--- src/rtl/seqKeyPkg.sv ---
package seqKeyPkg;
  localparam int SYM_BITS = 4;

  typedef struct packed {
    logic symProbe;  // a key symbol is being compared this cycle
    logic failInc;   // record one failure
  } ctrlStrobe_t;
endpackage

--- src/rtl/seqKeyPath.sv ---
module seqKeyPath
  import seqKeyPkg::*;
#(
  parameter int KEY_BITS = 32,
  parameter logic [KEY_BITS-1:0] KEY_VALUE = 32'h9E3A_5C71,
  parameter int THRESH = 7
) (
  input  logic                clk,
  input  logic                rstN,
  input  ctrlStrobe_t         strb,
  input  logic [$clog2(KEY_BITS/SYM_BITS+1)-1:0] pos,
  input  logic [SYM_BITS-1:0] symData,
  output logic                symMatch,
  output logic                locked
);
  localparam int NSYM = KEY_BITS / SYM_BITS;
  localparam int POSW = $clog2(NSYM + 1);
  localparam int IDXW = $clog2(NSYM);
  localparam int CW   = $clog2(THRESH + 2);

  logic [SYM_BITS-1:0] keyNib [NSYM];
  logic [CW-1:0] failCnt, cntNext;

  // symbol 0 is the most significant nibble
  for (genvar g = 0; g < NSYM; g++) begin : gNib
    assign keyNib[g] = KEY_VALUE[KEY_BITS-1-SYM_BITS*g -: SYM_BITS];
  end

  assign symMatch = strb.symProbe && (pos < POSW'(NSYM)) &&
                    (keyNib[pos[IDXW-1:0]] == symData);

  assign cntNext = (strb.failInc && failCnt != CW'(THRESH + 1)) ?
                   failCnt + CW'(1) : failCnt;

  always_ff @(posedge clk or negedge rstN) begin
    if (!rstN) begin
      failCnt <= '0;
      locked  <= 1'b0;
    end else begin
      failCnt <= cntNext;
      locked  <= locked | (cntNext > CW'(THRESH));
    end
  end

  assert_count_bound_R7: assert property (@(posedge clk) disable iff (!rstN)
    failCnt <= CW'(THRESH + 1));
  assert_lock_on_excess_R7: assert property (@(posedge clk) disable iff (!rstN)
    (failCnt > CW'(THRESH)) |-> locked);
  assert_lock_sticky_R8: assert property (@(posedge clk) disable iff (!rstN)
    $past(locked) |-> locked);
endmodule

--- src/rtl/seqKeyCtrl.sv ---
module seqKeyCtrl
  import seqKeyPkg::*;
#(
  parameter int KEY_BITS = 32
) (
  input  logic        clk,
  input  logic        rstN,
  input  logic        symValid,
  input  logic        attemptDone,
  input  logic        alarmSeen,
  input  logic        symMatch,
  input  logic        locked,
  output ctrlStrobe_t strb,
  output logic [$clog2(KEY_BITS/SYM_BITS+1)-1:0] pos,
  output logic        isOpen
);
  localparam int NSYM = KEY_BITS / SYM_BITS;
  localparam int POSW = $clog2(NSYM + 1);

  typedef enum logic {mSeek, mOpen} mode_t;
  mode_t mode;
  logic  bad, badNext, accept, posFull, endNow, goodEnd;
  logic [POSW-1:0] posNext;

  assign accept  = !locked && mode == mSeek;
  assign posFull = pos == POSW'(NSYM);
  assign endNow  = accept && attemptDone;

  always_comb begin
    posNext = pos;
    badNext = bad;
    if (accept && symValid) begin
      if (posFull) badNext = 1'b1;   // too many symbols
      else begin
        if (!symMatch) badNext = 1'b1;
        posNext = pos + POSW'(1);
      end
    end
  end

  assign goodEnd       = endNow && !badNext && posNext == POSW'(NSYM);
  assign strb.symProbe = accept && symValid;
  assign strb.failInc  = (endNow && !goodEnd) ||
                         (mode == mOpen && !locked && alarmSeen);
  assign isOpen        = mode == mOpen;

  always_ff @(posedge clk or negedge rstN) begin
    if (!rstN) begin
      mode <= mSeek;
      pos  <= '0;
      bad  <= 1'b0;
    end else if (endNow) begin
      pos  <= '0;
      bad  <= 1'b0;
      if (goodEnd) mode <= mOpen;
    end else begin
      pos <= posNext;
      bad <= badNext;
    end
  end

  assert_open_needs_end_R2: assert property (@(posedge clk) disable iff (!rstN)
    $rose(mode == mOpen) |-> $past(attemptDone));
  assert_open_sticky_R10: assert property (@(posedge clk) disable iff (!rstN)
    $past(mode == mOpen) |-> mode == mOpen);
  assert_pos_bound_R4: assert property (@(posedge clk) disable iff (!rstN)
    pos <= POSW'(NSYM));
endmodule

--- src/rtl/seqKeyGate.sv ---
module seqKeyGate
  import seqKeyPkg::*;
#(
  parameter int KEY_BITS = 32,
  parameter logic [KEY_BITS-1:0] KEY_VALUE = 32'h9E3A_5C71,
  parameter int THRESH = 7,
  parameter int CFG_BITS = 8
) (
  input  logic                clk,
  input  logic                rstN,
  input  logic                symValid,
  input  logic [SYM_BITS-1:0] symData,
  input  logic                attemptDone,
  input  logic                alarmSeen,
  input  logic                cfgValid,
  input  logic [CFG_BITS-1:0] cfgData,
  output logic                reconfigEnable,
  output logic                lockout,
  output logic                cfgLoad,
  output logic [CFG_BITS-1:0] cfgWord
);
  localparam int POSW = $clog2(KEY_BITS / SYM_BITS + 1);

  ctrlStrobe_t     strb;
  logic [POSW-1:0] pos;
  logic            symMatch, locked, isOpen;

  seqKeyCtrl #(.KEY_BITS(KEY_BITS)) uCtrl (
    .clk(clk), .rstN(rstN), .symValid(symValid), .attemptDone(attemptDone),
    .alarmSeen(alarmSeen), .symMatch(symMatch), .locked(locked),
    .strb(strb), .pos(pos), .isOpen(isOpen)
  );

  seqKeyPath #(.KEY_BITS(KEY_BITS), .KEY_VALUE(KEY_VALUE), .THRESH(THRESH)) uPath (
    .clk(clk), .rstN(rstN), .strb(strb), .pos(pos), .symData(symData),
    .symMatch(symMatch), .locked(locked)
  );

  assign lockout        = locked;
  assign reconfigEnable = isOpen && !locked;
  assign cfgLoad        = reconfigEnable && cfgValid;
  assign cfgWord        = reconfigEnable ? cfgData : '0;

  assert_lock_kills_enable_R7: assert property (@(posedge clk) disable iff (!rstN)
    lockout |-> !reconfigEnable);
  assert_cfg_blocked_R5: assert property (@(posedge clk) disable iff (!rstN)
    !reconfigEnable |-> (!cfgLoad && cfgWord == '0));
endmodule

--- config.mk ---
export PLATFORM = sky130hd
export DESIGN_NAME = seqKeyGate
export DESIGN_NICKNAME = d
export VERILOG_FILES = /design/src/rtl/seqKeyPkg.sv /design/src/rtl/seqKeyPath.sv /design/src/rtl/seqKeyCtrl.sv /design/src/rtl/seqKeyGate.sv
export SDC_FILE = /design/constraint.sdc
export NUM_CORES = 1
export LEC_CHECK = 0
export BUFFER_PORTS_ARGS = -buffer_cell sky130_fd_sc_hd__buf_2
export CAP_MARGIN = 20
export CORE_MARGIN = 5
export CORE_UTILIZATION = 48
export DETAILED_ROUTE_END_ITERATION = 8
export GPL_ROUTABILITY_DRIVEN = 0
export HOLD_SLACK_MARGIN = 0.05
export MAX_ROUTING_LAYER = met4
export PLACE_DENSITY_LB_ADDON = 0.08
export SKIP_CTS_REPAIR_TIMING = 1
export SLEW_MARGIN = 20
export SYNTH_ARGS = -nofsm -noshare
export SYNTH_HDL_FRONTEND = slang
export SYNTH_HIERARCHICAL = 1
export SYNTH_SLANG_ARGS = --single-unit
--- constraint.sdc ---
create_clock -name clk -period 3.28 [get_ports clk]
set_input_delay 0.328 -clock clk [delete_from_list [all_inputs] [get_ports clk]]
set_output_delay 0.328 -clock clk [all_outputs]
set_load 0.1 [all_outputs]
Word level (Yosys, flattened, before mapping)
Memories as Yosys holds them, arrays and structs flattened.
Index checks and enable logic that the tools add are counted.
{"block": "word_totals", "regBits": 11, "romBits": 32, "inputBits": 18, "out_inout_bits": 11, "word_cells": 46, "memories": 1}
{"memory": "(name not given)", "words": 8, "word_bits": 4, "rd": 1, "rd_clocked_by_memory_dff": 0, "write_ports": 0, "line": "seqKeyPath.sv:30", "source": "(keyNib[pos[IDXW-1:0]] == symData);"}
{"block": "op_classes", "add_sub_neg": 2, "magnitude_cmp": 3, "n_eq_ne": 4, "mux": 11, "bitwise": 3, "reduce_logical": 17}
{"cell": "2-to-1 mux 4 bit", "count": 6}
{"cell": "logical AND 1 bit", "count": 12}
{"cell": "adder 4 x 1 -> 4 bit (second input constant)", "count": 2}
{"cell": "== test 4 bit (second input constant)", "count": 2}
{"cell": "2-to-1 mux 8 bit", "count": 1}
{"cell": "== test 4 bit", "count": 1}
{"cell": "greater-or-equal comparator 4 bit (second input constant)", "count": 1}
{"cell": "> comparator 4 x 3 -> 1 bit (second input constant)", "count": 1}
{"cell": "less-than comparator 4 bit (second input constant)", "count": 1}
{"cell": "2-to-1 mux 1 bit", "count": 4}
{"cell": "!= test 4 bit (second input constant)", "count": 1}
{"cell": "inverter 3 -> 4 bit", "count": 1}
{"cell": "logical NOT 1 bit", "count": 3}
{"cell": "AND reduction 2 bit", "count": 1}
{"cell": "logical OR 1 bit", "count": 1}
{"cell": "inverter 1 bit", "count": 1}
{"cell": "bitwise OR 1 bit", "count": 1}

Logic depth before layout (Yosys ltp)
{"block": "logic_depth", "word_depth": 19, "depth_mapped": 11, "mapped_depth_nobuf": 10}

Modules after synthesis
Netlist, hierarchy kept.
{"module": "seqKeyCtrl", "n_inst": 1, "cells_each": 41, "area_per_inst_um2": 391.6, "seq_area_each_um2": 150.1}
{"module": "seqKeyPath", "n_inst": 1, "cells_each": 40, "area_per_inst_um2": 365.4, "seq_area_each_um2": 125.1}
{"module": "seqKeyGate", "n_inst": 1, "cells_each": 10, "area_per_inst_um2": 85.1, "seq_area_each_um2": 0.0}

Least setup slack after synthesis
OpenSTA, ideal clock, no wires.
{"block": "synth_path", "path_kind": "flip-flop to flip-flop", "startpoint": "reg uPath.locked", "endpoint": "reg (tool-made name)", "setup_time_ps": 125, "arrival_time_ps": 2729, "required_ps": 3155, "setup_slack_ps": 426, "path_stages_with_launch": 10, "n_path_buf": 0, "period_less_slack_ps": 2854, "cell_sequence": "dfrtp_1 > nor3b_4 > nor2b_1 > o221ai_1 > nor4bb_1 > nand3_1 > o32ai_1 > a21oi_1 > o21ai_0 > mux2_2"}
{"item": "from (decl)", "line": "seqKeyPath.sv:14", "source": "output logic locked"}
{"item": "from (signal assigned)", "line": "seqKeyPath.sv:41", "source": "locked <= locked | (cntNext > CW'(THRESH));"}

==> flow_summary.toml <==
[sta]
finalClockSkew_ns = 0.005260
setup_tns_ns = 0
fmax_ghz = 0.3715
fin_crit_sh_pct = 82.07
fin_crit_ns = 2.692
postLayoutSetupSlackWorst_ns = 0.5882
hold_viol_final = 0
rsz0062_at_grt = "no"
worst_pin_slew_ns = 0.4914
timing.hold.ws_ns = 0.4615
setup-violations-final = 0
relSlewSlack_pct = 67.47
slew_violations = 0

[cells_and_area]
drive_gt1_share_pct = 30.65
fin_cells = 141
synthToLayoutAreaGrowth_pct = 23.03
fin_area_um2 = 1036
final_util_pct = 61.33
fin_nets = 147
fillers = 143
n_antenna_cell = 0

[route]
first_pass_iters = 4
drt_iter0_drc = 13
ant_nets = 0
wl_per_cell_um = 12.15
vias = 781
wl_um = 1713
drt-vias-per-instance = 5.539
drc = 0

[power]
ir_worst_vdd_v = 0.0003903
power.total_mw = 0.5217
power_density_nw_per_um2 = 503.6
leakage_nw = 0.5558

[synth]
ys_warn_count = 6
synth_area_per_cell_um2 = 9.253
synthCells = 91
ys_async_sr_fraction_pct = 100.0
synth_edf_count = 0
ys_seq_elements = 11
yosys.area.top_type = "dfrtp_1"
synth_cell_type_count = 29
synth_fp_nets = 113
ys_top_cells_by_area = "dfrtp_1 (33%), and3b_1 (9.4%), ha_1 (5.9%)"
synthFlopType = "dfrtp_1"
syn_area_um2 = 842.1
seq_area_frac_synth_pct = 32.69
synth_top_cell_area_share_pct = 32.69

[worst_setup_path]
crit_arrival_ns = 2.84
critPathRequiredTime_ns = 3.43
path_max_fanout = 16
crit_path_start_kind = "flop"
crit_type = "flop to flop"
endpoint_kind = "flop"

[floorplanning]
start_util_pct = 49.85
core_area_um2 = 1689
top_level_ports = 29
die_area_um2 = 2692
dieWidth_um = 51.89
rows = 15
die_height_um = 51.89

[cts]
h-tree-depth = 1
cts.path.max_buffers = 2
clockRootBuffer = "clkbuf_4"
cts_tree = "done"
insertion_delay_ns = 0.26
clk_pin_slew_worst_paths_ns = 0.06
cts_inserted_buffers = 3
cts_num_sinks = 11

[placement]
hpwl_um = 1316
placed_cell_area_um2 = 999.7
io_buffers = 28
pre_cts_ws_ns = 0.6049
dp.cells = 136

[global_routing]
grt-ovfl-total = 0
track_usage_pct = 12.80
grt_max_degree = 17
grt_antenna_before_repair = 0
grt_pass1_vias = 638
grt_pass1_wl_um = 2594

[flow_run]
max_cap_violations = 0

[run_status]
status = "completed"

[min_path]
hp-class = "input pin to async pin"
## synthesized netlist by cell type (2+ instances only)
master	instances
and3b_1	9
nor3b_1	2
a21oi_1	5
nor2_1	10
xnor2_1	3
nor2b_1	3
mux2i_1	3
inv_1	6
nand4_1	3
ha_1	4
o21ai_0	5
nand2_1	6
o221ai_1	3
dfrtp_1	11
xor2_1	2
a41o_1	2
nand3_1	2
## cell usage in the layout (no fill, tap or decap)
cell,instances
clkbuf_1,1
nor3b_1,2
a21oi_1,5
o32ai_1,1
ha_1,4
xnor2_1,3
o221ai_1,3
inv_2,1
inv_1,6
clkbuf_4,3
nor2b_1,3
nor2_1,10
dfrtp_1,11
and3_1,1
xor2_1,2
o21ai_0,5
nor3b_2,1
and4bb_2,1
nand3_1,2
and3b_1,9
and4bb_1,1
nand4_1,3
buf_4,1
mux2i_1,3
mux2_2,1
nor3b_4,1
buf_2,28
nor4bb_1,1
nand2_1,6
dlygate4sd3_1,1
a311oi_1,1
or2_2,1
a41o_1,2
## routing by layer
| metal | global-route usage [%] | routed length, µm | vias up |
|---|---|---|---|
| li1 | - | - | 400 |
| met1 | 16.06 | 751 | 342 |
| met2 | 19.25 | 730 | 37 |
| met3 | 4.585 | 223 | 2 |
| met4 | 3.930 | 8 | 0 |
| met5 | - | 0 | - |
## worst max-delay path, stage by stage, from the launching register on
cell      delay (ns)
dfrtp_1         0.52
nor3b_4         0.36
nor2b_1         0.17
o221ai_1        0.11
nor4bb_1        0.36
nand3_1         0.12
o32ai_1         0.19
a21oi_1         0.18
o21ai_0         0.18
mux2_2          0.37
## report_power, final
part	switching (mW)	internal, mW	total, mW
sequential	0.0803	0.181	0.261
clock	0.0376	0.0468	0.0844
combinational	0.0852	0.0910	0.176
total	0.203	0.319	0.522
## path summary, 6_finish.rpt
kind | start | endpoint | slack (ns) | depth (start not counted)
hold / removal | rstN | async pin | 0.46 | 2
min in group clk | uPath/failCnt[3] | uPath/failCnt[3] | 0.49 | 1
hold reg to reg | uPath/failCnt[3] | uPath/failCnt[3] | 0.49 | 1
max in group asynchronous | rstN | uCtrl/pos[2] | 2.62 | 2
setup / recovery | uPath/locked | flop | 0.59 | 9
setup reg to reg | uPath/locked | flop | 0.59 | 9
## area by class of cell
type / count / area, µm² / share of cell area, %
tap: 17 / 21.27 / 2.053
sequential: 11 / 275.3 / 26.57
clock buffer: 4 / 26.28 / 2.536
timing repair buffer: 30 / 157.7 / 15.22
inverter: 7 / 26.28 / 2.536
multi-input combinational: 72 / 529.3 / 51.09
## kinds of logic (layout without fill, tap and decap cells)
family,Yosys count,in the layout,share of synthesized area (%)
buf+inv,8,41,4.457
simple gates,42,42,33.29
flops,11,11,32.69
compound gates,17,17,13.52
mux,4,4,4.903
fa+ha+maj,4,4,5.944
xor+xnor,5,5,5.202
Note: power is estimated with default switching activity, not from simulation.
